[config.mk]
export PLATFORM = sky130hd
export DESIGN_NAME = dac_frame_loader
export DESIGN_NICKNAME = d
export VERILOG_FILES = /design/src/rtl/dlf_pkg.sv /design/src/rtl/dlf_start_sync.sv /design/src/rtl/dlf_capture.sv /design/src/rtl/dlf_serializer.sv /design/src/rtl/dac_frame_loader.sv
export SDC_FILE = /design/constraint.sdc
export NUM_CORES = 1
export LEC_CHECK = 0
export ABC_CLOCK_PERIOD_IN_PS = 1900
export BUFFER_PORTS_ARGS = -buffer_cell sky130_fd_sc_hd__buf_2
export CAP_MARGIN = 25
export CORE_UTILIZATION = 45
export CTS_CLUSTER_SIZE = 12
export DETAILED_ROUTE_END_ITERATION = 10
export PLACE_DENSITY = 0.65
export SLEW_MARGIN = 15
export SYNTH_ARGS = -nofsm -noshare
export SYNTH_HDL_FRONTEND = slang
export SYNTH_HIERARCHICAL = 1
export SYNTH_SLANG_ARGS = --single-unit
[constraint.sdc]
create_clock -name clk_i -period 1.9 [get_ports clk_i]
set_input_delay 0.475 -clock clk_i [delete_from_list [all_inputs] [get_ports clk_i]]
set_output_delay 0.475 -clock clk_i [all_outputs]
set_load 0.01 [all_outputs]
[src/rtl/dlf_pkg.sv]
package dlf_pkg;
  typedef enum logic [2:0] {
    ST_IDLE,
    ST_SKIP,
    ST_LOW,
    ST_HIGH,
    ST_LOAD
  } seq_state_e;
endpackage

[src/rtl/dlf_start_sync.sv]
module dlf_start_sync #(
  parameter int SYNC_STAGES = 2
) (
  input  logic clk_i,
  input  logic rst_ni,
  input  logic start_i,
  output logic start_pulse_no
);
  logic [SYNC_STAGES:0] pipe_q;

  always_ff @(posedge clk_i or negedge rst_ni) begin
    if (!rst_ni) pipe_q <= '0;
    else         pipe_q <= {pipe_q[SYNC_STAGES-1:0], start_i};
  end

  // low for one cycle after a synchronized rising level
  assign start_pulse_no = ~(pipe_q[SYNC_STAGES-1] & ~pipe_q[SYNC_STAGES]);
endmodule

[src/rtl/dlf_capture.sv]
module dlf_capture #(
  parameter int DATA_W    = 8,
  parameter int ADDR_W    = 4,
  parameter bit ONE_BASED = 1'b1
) (
  input  logic              clk_i,
  input  logic              rst_ni,
  input  logic              arm_i,
  input  logic [DATA_W-1:0] host_data_i,
  input  logic              data_stb_ni,
  input  logic              addr_stb_ni,
  output logic [DATA_W-1:0] data_o,
  output logic [ADDR_W-1:0] addr_o
);
  logic [ADDR_W-1:0] addr_code;

  generate
    if (ONE_BASED) begin : g_one_based
      assign addr_code = host_data_i[ADDR_W-1:0] - ADDR_W'(1);
    end else begin : g_zero_based
      assign addr_code = host_data_i[ADDR_W-1:0];
    end
  endgenerate

  always_ff @(posedge clk_i or negedge rst_ni) begin
    if (!rst_ni) begin
      data_o <= '0;
      addr_o <= '0;
    end else if (arm_i) begin
      if (!data_stb_ni) data_o <= host_data_i;
      if (!addr_stb_ni) addr_o <= addr_code;
    end
  end
endmodule

[src/rtl/dlf_serializer.sv]
module dlf_serializer
  import dlf_pkg::*;
#(
  parameter int PAD_W    = 4,
  parameter int ADDR_W   = 4,
  parameter int DATA_W   = 8,
  parameter int CNT_INIT = 1
) (
  input  logic              clk_i,
  input  logic              rst_ni,
  input  logic              start_pulse_ni,
  input  logic [ADDR_W-1:0] addr_i,
  input  logic [DATA_W-1:0] data_i,
  output logic              sclk_o,
  output logic              sdata_o,
  output logic              load_no,
  output logic              busy_o,
  output logic              arm_o
);
  localparam int FRAME_W = PAD_W + ADDR_W + DATA_W;
  localparam int CNT_W   = $clog2(FRAME_W);
  localparam int TERM    = FRAME_W - 1;
  localparam int SKIP    = CNT_INIT + 1;
  localparam int SKIP_W  = $clog2(SKIP + 1);

  seq_state_e         state_q;
  logic [FRAME_W-1:0] sreg_q;
  logic [CNT_W-1:0]   cnt_q;
  logic [SKIP_W-1:0]  skip_q;
  logic               sclk_q;
  logic               load_nq;

  always_ff @(posedge clk_i or negedge rst_ni) begin
    if (!rst_ni) begin
      state_q <= ST_IDLE;
      sreg_q  <= '0;
      cnt_q   <= '0;
      skip_q  <= '0;
      sclk_q  <= 1'b0;
      load_nq <= 1'b1;
    end else begin
      unique case (state_q)
        ST_IDLE: begin
          if (!start_pulse_ni) begin
            sreg_q  <= {{PAD_W{1'b0}}, addr_i, data_i};
            cnt_q   <= CNT_W'(CNT_INIT);
            skip_q  <= '0;
            state_q <= ST_SKIP;
          end
        end
        // leading bits leave before the serial clock runs
        ST_SKIP: begin
          sreg_q <= {sreg_q[FRAME_W-2:0], 1'b0};
          skip_q <= skip_q + SKIP_W'(1);
          if (skip_q == SKIP_W'(SKIP - 1)) state_q <= ST_LOW;
        end
        ST_LOW: begin
          sclk_q  <= 1'b1;
          cnt_q   <= cnt_q + CNT_W'(1);
          state_q <= ST_HIGH;
        end
        ST_HIGH: begin
          sclk_q <= 1'b0;
          if (cnt_q == CNT_W'(TERM)) begin
            load_nq <= 1'b0;
            state_q <= ST_LOAD;
          end else begin
            sreg_q  <= {sreg_q[FRAME_W-2:0], 1'b0};
            state_q <= ST_LOW;
          end
        end
        ST_LOAD: begin
          load_nq <= 1'b1;
          state_q <= ST_IDLE;
        end
        default: state_q <= ST_IDLE;
      endcase
    end
  end

  assign sclk_o  = sclk_q;
  assign sdata_o = sreg_q[FRAME_W-1];
  assign load_no = load_nq;
  assign busy_o  = (state_q != ST_IDLE);
  assign arm_o   = (state_q == ST_IDLE);
endmodule

[src/rtl/dac_frame_loader.sv]
module dac_frame_loader #(
  parameter int PAD_W       = 4,
  parameter int ADDR_W      = 4,
  parameter int DATA_W      = 8,
  parameter int CNT_INIT    = 1,
  parameter int SYNC_STAGES = 2,
  parameter bit ONE_BASED   = 1'b1
) (
  input  logic              clk_i,
  input  logic              rst_ni,
  input  logic [DATA_W-1:0] host_data_i,
  input  logic              data_stb_ni,
  input  logic              addr_stb_ni,
  input  logic              start_i,
  output logic              sclk_o,
  output logic              sdata_o,
  output logic              dac_load_no,
  output logic              busy_o
);
  localparam int FRAME_W    = PAD_W + ADDR_W + DATA_W;
  localparam int RISE_TOTAL = FRAME_W - CNT_INIT - 1;

  logic              start_pulse_n;
  logic              arm;
  logic [DATA_W-1:0] data_q;
  logic [ADDR_W-1:0] addr_q;

  dlf_start_sync #(.SYNC_STAGES(SYNC_STAGES)) u_sync (
    .clk_i         (clk_i),
    .rst_ni        (rst_ni),
    .start_i       (start_i),
    .start_pulse_no(start_pulse_n)
  );

  dlf_capture #(.DATA_W(DATA_W), .ADDR_W(ADDR_W), .ONE_BASED(ONE_BASED)) u_cap (
    .clk_i      (clk_i),
    .rst_ni     (rst_ni),
    .arm_i      (arm),
    .host_data_i(host_data_i),
    .data_stb_ni(data_stb_ni),
    .addr_stb_ni(addr_stb_ni),
    .data_o     (data_q),
    .addr_o     (addr_q)
  );

  dlf_serializer #(
    .PAD_W(PAD_W), .ADDR_W(ADDR_W), .DATA_W(DATA_W), .CNT_INIT(CNT_INIT)
  ) u_ser (
    .clk_i         (clk_i),
    .rst_ni        (rst_ni),
    .start_pulse_ni(start_pulse_n),
    .addr_i        (addr_q),
    .data_i        (data_q),
    .sclk_o        (sclk_o),
    .sdata_o       (sdata_o),
    .load_no       (dac_load_no),
    .busy_o        (busy_o),
    .arm_o         (arm)
  );
endmodule

# ---- Word level (Yosys, flattened, before mapping)
# Index checks and enable logic that the tools add are counted.
dict set report word_totals {
  reg_bits 42
  input_bits 13
  out_inout_bits 4
  elab_cells 54
}
dict set report classes {
  add_sub_neg 3
  n_eq_ne 10
  muxes 14
  bitwise_logic 4
  reduce_logical 14
}
# cell n
set op_table {}
lappend op_table {{16-bit case mux with 3 select lines} 1}
lappend op_table {{16-bit two-way mux} 2}
lappend op_table {{3-bit case mux with 4 select lines} 1}
lappend op_table {{2-bit AND reduction} 6}
lappend op_table {{3-bit two-way mux} 3}
lappend op_table {{4-bit case mux with 2 select lines} 1}
lappend op_table {{2-bit nonzero test} 4}
lappend op_table {{3-bit by 2-bit == test with 1-bit output, second input constant} 2}
lappend op_table {{2-bit by 1-bit inequality test with 1-bit output, second input constant} 3}
lappend op_table {{3-bit nonzero test} 2}
lappend op_table {{4-bit by 1-bit adder with 4-bit output, second input constant} 1}
lappend op_table {{4-bit == test, second input constant} 1}
lappend op_table {{4-bit two-way mux} 1}
lappend op_table {{1-bit case mux with 2 select lines} 2}
lappend op_table {{2-bit case mux with 2 select lines} 1}
lappend op_table {{4-bit by 1-bit subtractor with 4-bit output, second input constant} 1}
lappend op_table {{3-bit by 1-bit == test with 1-bit output, second input constant} 1}
lappend op_table {{3-bit == test, second input constant} 1}
lappend op_table {{3-bit zero test} 1}
lappend op_table {{1-bit inverter} 3}
lappend op_table {{3-bit AND reduction} 1}
lappend op_table {{2-bit by 1-bit adder with 2-bit output, second input constant} 1}
lappend op_table {{2-bit by 1-bit == test with 1-bit output, second input constant} 1}
lappend op_table {{2-bit two-way mux} 1}
lappend op_table {{3 further kinds} 3}

# ---- Longest topological paths before layout
dict set report depth {
  ltp_word 4
  ltp_mapped 7
  depth_no_buf 5
}

# ---- Modules after synthesis
# The synthesis kept the hierarchy.
# mod n_inst cells_each area_per_inst_um2 seq_area_each_um2
set modules_own_cells {}
lappend modules_own_cells {dlf_serializer 1 111 1356.3 676.9}
lappend modules_own_cells {dlf_capture 1 52 493.0 300.3}
lappend modules_own_cells {dlf_start_sync 1 4 81.3 75.1}

# ---- Worst setup path after synthesis
# No wires, ideal clock.
dict set report synth_timing {
  path_type {register to register}
  from {register u_ser.cnt_q[0]}
  to {register u_ser.sreg_q[10]}
  arrival_time_ps 1628
  required_ps 1775
  slack_ps 147
  path_stages_with_launch 6
  n_path_buf 1
  period_less_slack_ps 1753
  path_cell_list {dfrtp_1 -> ha_1 -> and4_1 -> nor3_4 -> buf_6 -> mux2_4}
}
dict set report synth_between {
  elab_chain_len 3
}
# element line
set synth_lines {}
lappend synth_lines {{from (decl)} dlf_serializer.sv:28} ;# logic [CNT_W-1:0] cnt_q;
lappend synth_lines {{from (signal assigned)} dlf_serializer.sv:46} ;# cnt_q <= CNT_W'(CNT_INIT);
lappend synth_lines {{from (signal assigned)} dlf_serializer.sv:59} ;# cnt_q <= cnt_q + CNT_W'(1);
lappend synth_lines {{4-bit == test} dlf_serializer.sv:64} ;# if (cnt_q == CNT_W'(TERM)) begin
lappend synth_lines {{2-bit inequality test (no line)} -}
lappend synth_lines {{3-bit AND reduction (no line)} -}
lappend synth_lines {{to (signal assigned)} dlf_serializer.sv:45} ;# sreg_q <= {{PAD_W{1'b0}}, addr_i, data_i};
lappend synth_lines {{to (signal assigned)} dlf_serializer.sv:53} ;# sreg_q <= {sreg_q[FRAME_W-2:0], 1'b0};
lappend synth_lines {{to (signal assigned)} dlf_serializer.sv:68} ;# sreg_q <= {sreg_q[FRAME_W-2:0], 1'b0};
lappend synth_lines {{to (decl)} dlf_serializer.sv:27} ;# logic [FRAME_W-1:0] sreg_q;
# No other way between the ends.
# A chain may end at the register's enable or synchronous reset.

# ---- Worst setup path in the final report
dict set report layout_timing {
  from {register u_ser.state_q[1]}
  to {output busy_o}
}
dict set report layout_between {
  elab_chain_len 1
}
# element line
set layout_lines {}
lappend layout_lines {{from (decl)} dlf_serializer.sv:26} ;# seq_state_e state_q;
lappend layout_lines {{from (signal assigned)} dlf_serializer.sv:35} ;# state_q <= ST_IDLE;
lappend layout_lines {{from (signal assigned)} dlf_serializer.sv:48} ;# state_q <= ST_SKIP;
lappend layout_lines {{from (signal assigned)} dlf_serializer.sv:55} ;# if (skip_q == SKIP_W'(SKIP - 1)) state_q <= ST_LOW;
lappend layout_lines {{3-bit nonzero test} dlf_serializer.sv:84} ;# assign busy_o = (state_q != ST_IDLE);
lappend layout_lines {{to (decl)} dac_frame_loader.sv:18} ;# output logic busy_o
# No other way between the ends.

==> out/qor.csv <==
stage;metric;value;unit
outcome;status;completed;
clocking;cts_resized;0;
floorplan;ios;17;
route;drt_wl_total;3257;um
route;ant_nets;0;
global_route;grt_pass1_vias;1324;
clocking;cts-buffers-inserted;5;
timing;drv_slew;0;
logic_synthesis;yosysWarnings;6;
critical_path;worstPathMaxFanout;13;
logic_synthesis;synth-main-ff-cell;dfrtp_1;
critical_path;end_kind;output pin;
pwr;ir_drop;0.0008525;V
route;drtPass1Iterations;4;
critical_path;cp.required;1.42;ns
clocking;cts.sinks;42;
clocking;postCtsSetupRepairBufs;0;
critical_path;rr_endpoint;u_ser/sreg_q[15]$_DFFE_PN0P_;
flow_run;max-cap-violations;0;
timing;fin_crit_sh;95.91;%
global_route;overflow;0;
timing;fmax;0.5487;GHz
route;num_vias;1247;
logic_synthesis;async_flop_share;100.0;%
clocking;cts_tree;yes;
floorplan;die_x;67.50;um
clocking;htree_num_levels;2;
global_route;grt_max_degree;23;
floorplan;die_area;0.004556;mm^2
timing;fin_worst_skew;0.002980;ns
logic_synthesis;syn_area;0.001931;mm^2
logic_synthesis;synthCells;167;
final_layout;fin_util;54.09;%
global_route;grt_pass1_wl;5671;um
route;drc;0;
logic_synthesis;synth_area_leader_cell;dfrtp_1;
timing;period_needed;1.822;ns
logic_synthesis;seq_area_frac_synth;54.50;%
logic_synthesis;syn_area_per_cell;11.56;um^2
critical_path;cp_slowest_cell;dfrtp_2;
critical_path;startpoint_type;register;
route;first_iter_violations;38;
critical_path;crit_family;flip-flops;
worst_hold_path;worstHoldPathType;in2async;
critical_path;path_cells;or3_1, buf_2;
critical_path;critPathKind;reg2out;
clocking;clockBufferDepth;2;
logic_synthesis;synth_cell_type_count;34;
critical_path;r2r_slack;0.18;ns
critical_path;crit_buf_inv;1;
timing;hold_violations;0;
route;wire_per_inst;13.57;um
final_layout;nets;205;
critical_path;arrival;1.35;ns
logic_synthesis;synth.net_count;183;
pwr;power_density;1660;mW/mm^2
critical_path;reg2regPathDepth;5;
critical_path;critical-path-max-stage-delay;0.49;ns
placed_design;dpl.hpwl;2349;um
logic_synthesis;synth_top_area_share;53.14;%
floorplan;die_y;67.50;um
placed_design;port_buffers;16;
timing;finalSetupViolCount;0;
placed_design;gp_congestion;0.7995;
floorplan;core_area;0.004058;mm^2
clocking;insertion_delay;0.29;ns
global_route;antenna_found_initial;0;
route;via_per_inst;5.196;
final_layout;n_antenna_cell;0;
timing;tightest_slew;0.5079;ns
final_layout;synthToLayoutAreaGrowth;13.67;%
critical_path;r2r-start;u_ser/cnt_q[0]$_DFFE_PN0P_;
clocking;clk_pin_slew;0.08;ns
timing;maxSlewHeadroom;66.14;%
final_layout;final_layout_size_suffix_gt1_share;31.05;%
floorplan;rows;23;
pwr;leakagePower;0.001075;uW
critical_path;cp_num_cells;2;
logic_synthesis;synth_area_leaders;dfrtp_1 (53%), mux2_2 (10%), nand2_1 (5.8%);
clocking;cts-root-buf;clkbuf_8;
clocking;cts_hold_buf;0;
timing;rsz0062_at_grt;no;
logic_synthesis;synth-seq-cells;42;
global_route;grt.total_usage;16.97;%
floorplan;start_util;47.58;%
logic_synthesis;synth_edf_count;0;
timing;setup_tns;0;ns
## final cells by class
type                            count  area [um^2]
Fill cell                         344         1863
Sequential cell                    42         1055
Multi-Input combinational cell    111        813.3
Timing Repair Buffer               21        142.6
Clock buffer                        7        86.33
Tap cell                           50        62.56
Inverter                            8        30.03
Clock inverter                      1        5.005
## synth_stat cells, drive strengths merged (2+ instances only)
library cell  instances
o31ai                 2
nor2                  8
dfrtp                41
clkbuf                3
nand2b                6
buf                   3
inv                   8
ha                    3
mux2i                 4
a22o                  4
xnor2                 2
o21ai                11
mux2                 25
nor2b                 2
nor3                  3
nand2                30
## metal layers
metal	vias to the layer above	track usage, %	share of wire (%)
met5	-	0	0
met4	0	7.181	1.6
met3	7	4.223	4.1
met2	21	29.95	50
met1	609	19.23	44
li1	610	-	-
## cell usage in the layout (no fill, tap or decap), types with 2 or more instances in the layout
cell type,count
o31ai_1,2
xnor2_1,2
nand2b_1,6
dfrtp_1,39
mux2_2,18
buf_4,3
a22o_1,4
o21ai_0,8
mux2i_1,4
ha_1,3
inv_1,8
buf_12,2
mux2_4,7
dfrtp_2,2
nor2_1,8
nand2_1,30
buf_2,16
o21ai_1,3
nor2b_1,2
clkbuf_8,6
## cell families (layout without fill, tap and decap cells)
logic type                 Yosys count  in the layout  synth area share, %
adders and majority gates            3              3                1.944
AOI/OAI and AO/OA                   22             22                7.388
xor gates and xnor gates             2              2               0.9075
muxes                               29             29                18.02
DFF                                 42             42                54.50
buffers and inverters               14             37                3.370
and+or+nand+nor                     55             55                13.87
## power by group
part	total [uW]	switching (uW)	internal [uW]
sequential	1550	272	1280
clock	584	291	293
combinational	1500	634	870
total	3640	1200	2450
## stage by stage
step	hold slack [ns]	total power (uW)	instance area, um^2	cells	worst slack (ns)
global placement	0.3337	3018	2101	232	0.2149
detailed placement	0.3444	3085	2101	232	0.1810
floorplan	0.1794	2717	1931	167	0.1468
CTS	0.1523	3685	2192	240	0.01003
finish	0.1443	3643	2195	240	0.07762
global route	0.1713	3921	2195	240	0.01300
## worst register-to-register path, stage by stage (launching register included)
cell and delay, ns:
dfrtp_1 0.41, ha_1 0.23, and4_1 0.23, nor3_4 0.21, buf_12 0.19, mux2_2 0.35
## registers in the layout, summed over array words and instances, names as in the netlist
register / cells
u_ser/cnt_q: 4
u_ser/skip_q: 2
u_ser/sreg_q: 16
u_ser/state_q: 3
u_cap/addr_o: 4
u_cap/data_o: 8
u_sync/pipe_q: 3
u_ser/sclk_o: 1
u_ser/load_no: 1
## worst max-delay path by stage
stage / start / to / slack (ns)
3_5_place_dp: u_ser/cnt_q[0]$_DFFE_PN0P_ / u_ser/sreg_q[15]$_DFFE_PN0P_ / 0.18
6_report: u_ser/state_q[1]$_DFFE_PN0P_ / busy_o / 0.08
2_1_floorplan: u_ser/cnt_q[0]$_DFFE_PN0P_ / u_ser/sreg_q[10]$_DFFE_PN0P_ / 0.15
4_1_cts: u_ser/state_q[1]$_DFFE_PN0P_ / busy_o / 0.01
5_1_grt: u_ser/state_q[1]$_DFFE_PN0P_ / busy_o / 0.01
3_3_place_gp: u_ser/cnt_q[0]$_DFFE_PN0P_ / u_ser/sreg_q[15]$_DFFE_PN0P_ / 0.21
Note: power is estimated with default switching activity, not from simulation.
